`config.mk`:
```
export PLATFORM = sky130hd
export DESIGN_NAME = sar_rx
export DESIGN_NICKNAME = d
export VERILOG_FILES = /design/src/rtl/sar_pkg.sv /design/src/rtl/sar_sync.sv /design/src/rtl/sar_frame_ctrl.sv /design/src/rtl/sar_lane.sv /design/src/rtl/sar_rx.sv
export SDC_FILE = /design/constraint.sdc
export NUM_CORES = 1
export LEC_CHECK = 0
export CAP_MARGIN = 20
export CELL_PAD_IN_SITES_DETAIL_PLACEMENT = 1
export CELL_PAD_IN_SITES_GLOBAL_PLACEMENT = 1
export CORE_MARGIN = 4
export CORE_UTILIZATION = 46
export CTS_CLUSTER_SIZE = 12
export DETAILED_ROUTE_END_ITERATION = 8
export GPL_TIMING_DRIVEN = 0
export PLACE_DENSITY = 0.91
export REMOVE_ABC_BUFFERS = 1
export SYNTH_ARGS = -nofsm -noshare
export SYNTH_HDL_FRONTEND = slang
export SYNTH_HIERARCHICAL = 1
export SYNTH_SLANG_ARGS = --single-unit
```
`constraint.sdc`:
```
create_clock -name clk -period 3.7 [get_ports clk]
set_clock_uncertainty 0.15 [all_clocks]
set_input_delay 0.74 -clock clk [delete_from_list [all_inputs] [get_ports clk]]
set_output_delay 0.74 -clock clk [all_outputs]
set_load 0.005 [all_outputs]
```
`src/rtl/sar_pkg.sv`:
```
`timescale 1ns/1ps
package sar_pkg;

    localparam int SMP_W = 32;
    localparam int IDX_W = $clog2(SMP_W);
    localparam int CNT_W = IDX_W + 1;

    typedef enum logic [1:0] {
        MODE_RJ24  = 2'b00,
        MODE_RJ20  = 2'b01,
        MODE_I2S16 = 2'b10,
        MODE_I2S32 = 2'b11
    } fmt_mode_e;

    function automatic logic [CNT_W-1:0] mode_len(fmt_mode_e m);
        case (m)
            MODE_RJ24:  return CNT_W'(24);
            MODE_RJ20:  return CNT_W'(20);
            MODE_I2S16: return CNT_W'(16);
            default:    return CNT_W'(SMP_W);
        endcase
    endfunction

    function automatic logic mode_is_i2s(fmt_mode_e m);
        return m[1];
    endfunction

endpackage

```
`src/rtl/sar_sync.sv`:
```
`timescale 1ns/1ps
module sar_sync #(
    parameter int W      = 1,
    parameter int STAGES = 2
) (
    input  logic         clk,
    input  logic         rst_n,
    input  logic [W-1:0] d,
    output logic [W-1:0] q
);

    typedef struct packed {
        logic [STAGES-1:0][W-1:0] stg;
    } sync_st_t;

    sync_st_t st_d, st_q;

    always_comb begin
        st_d = st_q;
        st_d.stg[0] = d;
        for (int i = 1; i < STAGES; i++) begin
            st_d.stg[i] = st_q.stg[i-1];
        end
    end

    always_ff @(posedge clk or negedge rst_n) begin
        if (!rst_n) st_q <= '0;
        else        st_q <= st_d;
    end

    assign q = st_q.stg[STAGES-1];

endmodule

```
`src/rtl/sar_frame_ctrl.sv`:
```
`timescale 1ns/1ps
module sar_frame_ctrl
    import sar_pkg::*;
(
    input  logic             clk,
    input  logic             rst_n,
    input  logic             sck_s,
    input  logic             ws_s,
    input  fmt_mode_e        mode,
    output logic             bit_stb,
    output logic             boundary,
    output logic             emit,
    output logic [CNT_W-1:0] bit_idx,
    output logic             valid_o,
    output logic             right_o
);

    typedef struct packed {
        logic             sck;
        logic             started;
        logic             primed;
        logic             ws_prev;
        logic [CNT_W-1:0] cnt;
        logic             valid;
        logic             right;
    } ctrl_st_t;

    ctrl_st_t st_d, st_q;

    always_comb begin
        st_d       = st_q;
        st_d.sck   = sck_s;
        st_d.valid = 1'b0;

        bit_stb  = sck_s & ~st_q.sck;
        boundary = bit_stb & st_q.started & (ws_s != st_q.ws_prev);
        emit     = boundary & st_q.primed;
        bit_idx  = st_q.cnt;

        if (bit_stb) begin
            st_d.started = 1'b1;
            st_d.ws_prev = ws_s;
            if (boundary) begin
                st_d.primed = 1'b1;
                st_d.cnt    = '0;
            end else if (st_q.cnt != '1) begin
                st_d.cnt = st_q.cnt + 1'b1;
            end
        end

        if (emit) begin
            st_d.valid = 1'b1;
            // Completed half-frame channel: polarity flips between formats.
            st_d.right = mode_is_i2s(mode) ? st_q.ws_prev : ~st_q.ws_prev;
        end
    end

    always_ff @(posedge clk or negedge rst_n) begin
        if (!rst_n) st_q <= '0;
        else        st_q <= st_d;
    end

    assign valid_o = st_q.valid;
    assign right_o = st_q.right;

    // Assertion-only history of the last reported channel.
    logic last_right_q, have_last_q;
    always_ff @(posedge clk or negedge rst_n) begin
        if (!rst_n) begin
            last_right_q <= 1'b0;
            have_last_q  <= 1'b0;
        end else if (st_q.valid) begin
            last_right_q <= st_q.right;
            have_last_q  <= 1'b1;
        end
    end

    p_single_pulse_r9: assert property (@(posedge clk) disable iff (!rst_n)
        valid_o |=> !valid_o);

    p_alternate_r9: assert property (@(posedge clk) disable iff (!rst_n)
        (valid_o && have_last_q) |-> (right_o != last_right_q));

    p_armed_first_r10: assert property (@(posedge clk) disable iff (!rst_n)
        valid_o |-> (st_q.primed && st_q.started));

endmodule

```
`src/rtl/sar_lane.sv`:
```
`timescale 1ns/1ps
module sar_lane
    import sar_pkg::*;
(
    input  logic             clk,
    input  logic             rst_n,
    input  fmt_mode_e        mode,
    input  logic             bit_stb,
    input  logic             boundary,
    input  logic             emit,
    input  logic [CNT_W-1:0] bit_idx,
    input  logic             sd,
    output logic [SMP_W-1:0] smp_o
);

    typedef struct packed {
        logic [SMP_W-1:0] acc;
        logic [SMP_W-1:0] smp;
    } lane_st_t;

    lane_st_t         st_d, st_q;
    logic [CNT_W-1:0] len;
    logic [CNT_W-1:0] sh;
    logic [SMP_W-1:0] wr;
    logic [SMP_W-1:0] aligned;
    logic [IDX_W-1:0] pos;

    always_comb begin
        st_d    = st_q;
        len     = mode_len(mode);
        sh      = CNT_W'(SMP_W) - len;
        pos     = IDX_W'(SMP_W - 1) - bit_idx[IDX_W-1:0];
        wr      = st_q.acc;
        aligned = '0;

        if (bit_stb) begin
            if (mode_is_i2s(mode)) begin
                // Left-justified: place bit at its position from the MSB.
                if (bit_idx < len) wr[pos] = sd;
                if (boundary) begin
                    if (emit) st_d.smp = SMP_W'($signed(wr) >>> sh);
                    st_d.acc = '0;
                end else begin
                    st_d.acc = wr;
                end
            end else begin
                // Right-justified: the newest bit belongs to the new half.
                aligned = st_q.acc << sh;
                if (emit) st_d.smp = SMP_W'($signed(aligned) >>> sh);
                st_d.acc = {st_q.acc[SMP_W-2:0], sd};
            end
        end
    end

    always_ff @(posedge clk or negedge rst_n) begin
        if (!rst_n) st_q <= '0;
        else        st_q <= st_d;
    end

    assign smp_o = st_q.smp;

endmodule

```
`src/rtl/sar_rx.sv`:
```
`timescale 1ns/1ps
module sar_rx
    import sar_pkg::*;
#(
    parameter int LANES       = 3,
    parameter int SYNC_STAGES = 2
) (
    input  logic                   clk,
    input  logic                   rst_n,
    input  logic                   sck_in,
    input  logic                   ws_in,
    input  logic [LANES-1:0]       sd_in,
    input  logic                   fmt_sel,
    input  logic                   len_sel,
    output logic [LANES*SMP_W-1:0] smp_data,
    output logic                   smp_right,
    output logic                   smp_valid
);

    localparam int SYNC_W = LANES + 2;

    logic [SYNC_W-1:0] sync_q;
    logic              sck_s, ws_s;
    logic [LANES-1:0]  sd_s;
    fmt_mode_e         mode;
    logic              bit_stb, boundary, emit;
    logic [CNT_W-1:0]  bit_idx;

    assign mode = fmt_mode_e'({fmt_sel, len_sel});

    // One synchronizer for clock, frame and data keeps them aligned.
    sar_sync #(.W(SYNC_W), .STAGES(SYNC_STAGES)) u_sync (
        .clk   (clk),
        .rst_n (rst_n),
        .d     ({sd_in, ws_in, sck_in}),
        .q     (sync_q)
    );

    assign sck_s = sync_q[0];
    assign ws_s  = sync_q[1];
    assign sd_s  = sync_q[SYNC_W-1:2];

    sar_frame_ctrl u_ctrl (
        .clk      (clk),
        .rst_n    (rst_n),
        .sck_s    (sck_s),
        .ws_s     (ws_s),
        .mode     (mode),
        .bit_stb  (bit_stb),
        .boundary (boundary),
        .emit     (emit),
        .bit_idx  (bit_idx),
        .valid_o  (smp_valid),
        .right_o  (smp_right)
    );

    for (genvar k = 0; k < LANES; k++) begin : g_lane
        sar_lane u_lane (
            .clk      (clk),
            .rst_n    (rst_n),
            .mode     (mode),
            .bit_stb  (bit_stb),
            .boundary (boundary),
            .emit     (emit),
            .bit_idx  (bit_idx),
            .sd       (sd_s[k]),
            .smp_o    (smp_data[k*SMP_W +: SMP_W])
        );

        p_sext_rj24_r2: assert property (@(posedge clk) disable iff (!rst_n)
            (smp_valid && mode == MODE_RJ24) |->
            (smp_data[k*SMP_W+23 +: 9] == {9{smp_data[k*SMP_W+23]}}));

        p_sext_rj20_r2: assert property (@(posedge clk) disable iff (!rst_n)
            (smp_valid && mode == MODE_RJ20) |->
            (smp_data[k*SMP_W+19 +: 13] == {13{smp_data[k*SMP_W+19]}}));

        p_sext_i2s16_r2: assert property (@(posedge clk) disable iff (!rst_n)
            (smp_valid && mode == MODE_I2S16) |->
            (smp_data[k*SMP_W+15 +: 17] == {17{smp_data[k*SMP_W+15]}}));
    end

endmodule

```
# Word-level counts from Yosys, hierarchy flattened
# Cells that the tools add are included.
[word_totals]
regBits = 214
input_bits = 9
elab_cells = 83
[op_classes]
n_addsub = 3
magnitude_cmp = 3
n_shift = 9
reduce_logical = 7
n_bitwise = 6
eq_ne = 6
n_mux = 34
[op_table]
columns = ["operator", "n"]
rows = [
  ["$mux W32", 21],
  ["$mux W64", 3],
  ["$sshr A32 B6 Y32", 6],
  ["$bwmux W32", 3],
  ["$shl A32 B6 Y32", 3],
  ["$pmux W6 S3", 1],
  ["$mux W6", 2],
  ["$add A6 B1 Y6 const B", 1],
  ["$lt A5 B6 Y1 const B", 1],
  ["$lt A6 B6 Y1", 1],
  ["$ne A6 B6 Y1 const B", 1],
  ["$sub A6 B6 Y6 const A", 1],
  ["$demux W1 S5", 1],
  ["$ge A5 B1 Y1 const B", 1],
  ["$sub A5 B5 Y5 const A", 1],
  ["$and A1 B1 Y1", 4],
  ["$ne A2 B1 Y1 const B", 2],
  ["$reduce_and A2 Y1", 2],
  ["$reduce_and A4 Y1", 1],
  ["$reduce_bool A2 Y1", 2],
  ["$eq A2 B1 Y1 const B", 1],
  ["$eq A2 B2 Y1 const B", 1],
  ["$logic_not A2 Y1", 1],
  ["$mux W1", 2],
  ["4 further kinds", 5],
]

# Logic depth before layout (Yosys ltp)
[logic_depth]
depth_word = 13
ltp_mapped = 10

# By module
# Netlist, hierarchy kept.
[by_module_without_submodules]
columns = ["module", "seq_area_each_um2", "n_inst", "area_each_um2", "cells_each"]
rows = [
  ["sar_lane", 1601.5, 3, 4509.3, 516],
  ["sar_frame_ctrl", 300.3, 1, 631.9, 60],
  ["sar_sync", 250.2, 1, 250.2, 10],
]

# Worst setup path after synthesis
# No wires, ideal clock.
[synth_path]
kind = "in2reg"
startpoint = "in len_sel"
endpoint = "reg g_lane[0].u_lane.st_q (netlist bit g_lane[0].u_lane/smp_o[11])"
setup_slack_ns = 0.059
n_path_buf = 3
arrival_time_ns = 3.355
setup_ns = 0.135
t_required_ns = 3.415
stages = 10
path_cell_list = "clkbuf_1 clkbuf_1 or2_2 ha_1 nand4bb_4 buf_2 a2111oi_0 mux2_2 a221oi_1 o21ai_0"
[synth_via]
elab_chain_len = 10
word_cells_on_any_way = 16
cone_classes = "add/sub: 1; order compare: 1; eq/ne: 2; shift: 3; mux: 8; reduce/logical: 1"
[synth_rtl]
columns = ["item", "line_no", "source"]
rows = [
  ["start, declared", "sar_rx.sv:14", "input logic len_sel,"],
  ["$eq A2 B2 Y1, or another cell as far along", "sar_pkg.sv:16", "case (m)"],
  ["$pmux W6 S3 *", "sar_pkg.sv:16", ""],
  ["branches (longest 7 deep; another with $sub A6 B6 Y6)", "--", ""],
  ["$mux W64 *", "sar_lane.sv:37", "if (mode_is_i2s(mode)) begin"],
  ["end signal, assigned", "sar_lane.sv:57", "else st_q <= st_d;"],
  ["end, declared", "sar_lane.sv:21", "lane_st_t st_d, st_q;"],
]
# Mark *: on every way between the ends. The select of a mux whose other input is x is not followed.
# A chain may end at the register's enable or synchronous reset.

# Worst setup path after layout
[layout_path]
startpoint = "in len_sel"
endpoint = "reg g_lane[2].u_lane.st_q (netlist bit g_lane[2].u_lane/smp_o[10])"
[layout_via]
elab_chain_len = 10
word_cells_on_any_way = 16
cone_classes = "add/sub: 1; order compare: 1; eq/ne: 2; shift: 3; mux: 8; reduce/logical: 1"
[layout_rtl]
columns = ["item", "line_no"]
rows = [
  ["$eq A2 B2 Y1, or another cell as far along", "sar_pkg.sv:16"],
  ["$pmux W6 S3 *", "sar_pkg.sv:16"],
  ["branches (longest 7 deep; another with $sub A6 B6 Y6)", "--"],
  ["$mux W64 *", "sar_lane.sv:37"],
  ["end signal, assigned", "sar_lane.sv:57"],
  ["end, declared", "sar_lane.sv:21"],
]
# Marks and branches as above.

==> results.yml <==
synthesis:
  syn_area_mm2: 0.0144
  post_synth_num_cell_types: 67
  synthFlopType: "dfrtp_1"
  synth_seq_area_share_pct: 37.2
  ys.warnings.count: 6
  postSynthAreaPerCell_um2: 8.91
  async_flop_share_pct: 100
  synth-seq-cells: 214
  synth-edff-count: 0
  syn_inst: 1618
route:
  vias: 13400
  drtIter0Drc: 1490
  totalWireLength_um: 48600
  wl_per_cell_um: 24.6
  viasPerCell: 6.76
  postRouteAntennaNets: 0
  dr.pass1.iters: 5
  post-route-drc-count: 0
timing:
  worstMarginPinSlew_ns: 1.14
  period_minus_slack_ns: 3.67
  maxClockFrequency_mhz: 273
  rsz0062_at_grt: "true"
  finalHoldViolCount: 0
  drv_slew: 0
  hold_slack_ns: 0.0811
  finalSetupViolCount: 0
  finalCritPeriodShare_pct: 99.1
  finalSetupTns_ns: 0
  relSlewSlack_pct: 23.8
setup_path:
  cpPeakStageDelay_ns: 0.64
  cp.arrival_ns: 3.91
  worstSetupPathType: "input port to flop"
  cp_cell_sequence: "buf_4 > buf_16 > or2_2 > ha_1 > nand4bb_4 > a2111oi_2 > nor3b_1 > a2111oi_1 > o21ai_0"
  crit_path_end_kind: "flop"
  cp-start-kind: "input port"
  cpMaxStageDelayCell: "a2111oi_2"
  cp_max_fo: 87
  required_ns: 3.94
placement:
  place_congestion: 0.889
  dp.cells: 1916
  dp_hpwl_um: 31200
  placed_area_mm2: 0.0151
  portBuffers: 106
global_routing:
  gr-usage-met3_pct: 3.26
  gr-usage-all-layers_pct: 26.9
  grt_max_degree: 139
  antenna_found_initial: 0
  gr-total-overflow: 0
  top_usage_layer: "met2"
  grtUsageMet1_pct: 36.9
  grt_pass1_wl_um: 75200
  grt_use_met2_pct: 44.7
  grt_pass1_vias: 13400
layout:
  diodes: 0
  multi_input_area_mm2: 0.00783
  drive_above_1_share_pct: 11.1
  post-route-util_pct: 52.5
  final_cells: 1977
  nFillCells: 3525
  layout.nets: 1577
  design_area_mm2: 0.0161
  final-seq-area_mm2: 0.00536
  area_growth_pct: 12.0
power:
  p_comb_share_pct: 38.7
  clockPowerShare_pct: 23.9
  power_density_mw_per_mm2: 609
  p_switching_uw: 3550
  p_leak_uw: 0.00629
  power.internal_uw: 6290
  switching_share_pct: 36.1
  seqPwrFrac_pct: 37.3
  ir_drop_mv: 0.404
clocking:
  clock_sinks: 214
  cts_max_path_buffers: 3
  cts_tree: "done"
  insertion_delay_ns: 0.54
  path_clk_slew_ns: 0.06
  cts_buffers: 25
  cts_root_buffer: "clkbuf_16"
  htree_num_levels: 1
floorplan:
  dieArea_mm2: 0.0342
  start_util_pct: 46.9
  coreArea_mm2: 0.0307
  row_count: 64
  fp.dieW_um: 185
  ios: 107
  die_h_um: 185
min_path:
  hp-class: "input port to async pin"
flow_run:
  maxCapViolCount: 0
outcome:
  outcome: "finished clean"
[state kept, by name (all words and copies together) (netlist names)]
register             flops
g_lane.u_lane/smp_o     96
g_lane.u_lane/st_q      96
u_ctrl/bit_idx           6
u_ctrl/right_o           1
u_ctrl/st_q              4
u_ctrl/valid_o           1
u_sync/q                 5
u_sync/st_d              5
[per-stage QoR]
stage               power [uW]  setup WS [ns]
floorplan                 5470          -2.19
global placement          7070          -7.72
detailed placement        7290         -0.709
CTS                       9700        0.00214
global route             10400        -0.0310
finish                    9830         0.0318
[area by class of cell]
class / count / area share (%)
Clock buffer: 37 / 4.53
Inverter: 26 / 0.690
Sequential cell: 214 / 33.2
Tap cell: 396 / 3.07
Timing Repair Buffer: 136 / 9.82
Clock inverter: 7 / 0.217
Multi-Input combinational cell: 1161 / 48.5
[what timing repair did]
item,CTS,global route
resized for setup,9,10
pin swaps,1,6
cloned,0,2
hold buffers,0,0
buffers inserted,0,11
endpoints found under the setup margin,37,50
[path summary, 6_finish.rpt]
path	startpoint	endpoint	slack [ns]	cells after the start
max	len_sel	g_lane[2].u_lane/smp_o[10]	0.03	9
min	rst_n	g_lane[2].u_lane/smp_o[18]	0.08	1
max reg2reg	u_ctrl/bit_idx[3]	g_lane[1].u_lane/smp_o[16]	0.14	7
min reg2reg	u_sync/st_d[8]	u_sync/q[3]	0.20	0
max in group asynchronous	rst_n	g_lane[1].u_lane/smp_o[22]	2.23	2
min in group clk	u_sync/st_d[8]	u_sync/q[3]	0.20	0
[cell families after synthesis]
logic type      after synthesis  share of synthesized area (%)
mux                          90                           6.49
buf+inv                     245                           9.14
simple gates                510                           18.1
compound gates              553                           28.6
fa+ha+maj                     4                          0.347
flops                       214                           37.2
xor+xnor                      2                          0.174
[layout by cell type (no fill, tap or decap), types with 27 or more instances in the layout]
cell type and n:
dfrtp_1 212, nand3_1 34, nand2_1 155, a21oi_1 102, mux2_2 27, nor2b_1 30
clkdlybuf4s50_1 103, nand2b_1 28, mux2i_1 61, a32o_1 33, a22o_1 42, nor2_1 133
o21ai_0 105
[layer usage]
metal	share of wire [%]	up-vias	wire [um]
met2	49	651	23600
met3	7.5	93	3670
li1	-	5826	-
met5	0	-	0
met4	2.7	0	1320
met1	41	6794	19900
[critical path, delay by kind of cell]
kind,cells,cell delay [ns]
AOI/OAI and AO/OA,3,1.32
and+or+nand+nor,3,0.92
buffers and inverters,2,0.48
adders and majority gates,1,0.35
[synth_stat cells (7+ instances only)]
master / number / share of area, %
a22o_1: 42 / 2.6
nand2b_1: 31 / 1.3
nand2_1: 156 / 4.1
nor2b_1: 33 / 1.4
a22oi_1: 9 / 0.47
dfrtp_1: 214 / 37
and4bb_2: 9 / 0.78
a211oi_1: 19 / 0.99
nor3_1: 24 / 0.83
and2_1: 10 / 0.43
mux2_2: 27 / 2.1
o211ai_1: 22 / 1.1
a221oi_1: 15 / 0.91
nand3_1: 37 / 1.3
a31oi_1: 25 / 1.1
a2111oi_0: 12 / 0.73
nand4_1: 10 / 0.43
o22a_1: 18 / 1.1
o2111ai_1: 7 / 0.43
inv_1: 26 / 0.68
a21oi_1: 102 / 3.5
a21o_1: 13 / 0.68
nand3b_1: 7 / 0.36
a2bb2oi_1: 12 / 0.73
a32o_1: 33 / 2.3
nor3b_1: 10 / 0.52
buf_2: 12 / 0.42
a2111o_1: 9 / 0.70
o21a_1: 15 / 0.78
clkbuf_1: 102 / 2.7
o21bai_1: 9 / 0.47
mux2i_1: 62 / 4.3
o21ai_0: 105 / 3.6
o22ai_1: 17 / 0.74
and3b_1: 9 / 0.55
buf_4: 102 / 5.3
o32a_1: 12 / 0.83
nor2_1: 136 / 3.5
or2_2: 10 / 0.43
[power groups by stage]
stage	clock network [uW]	registers, uW	logic [uW]
3_3_place_gp	0	3760	3320
3_5_place_dp	0	3730	3560
2_1_floorplan	0	3580	1890
5_1_grt	2520	3760	4090
6_report	2350	3670	3810
4_1_cts	2400	3700	3600
Note: power is estimated with default switching activity, not from simulation.
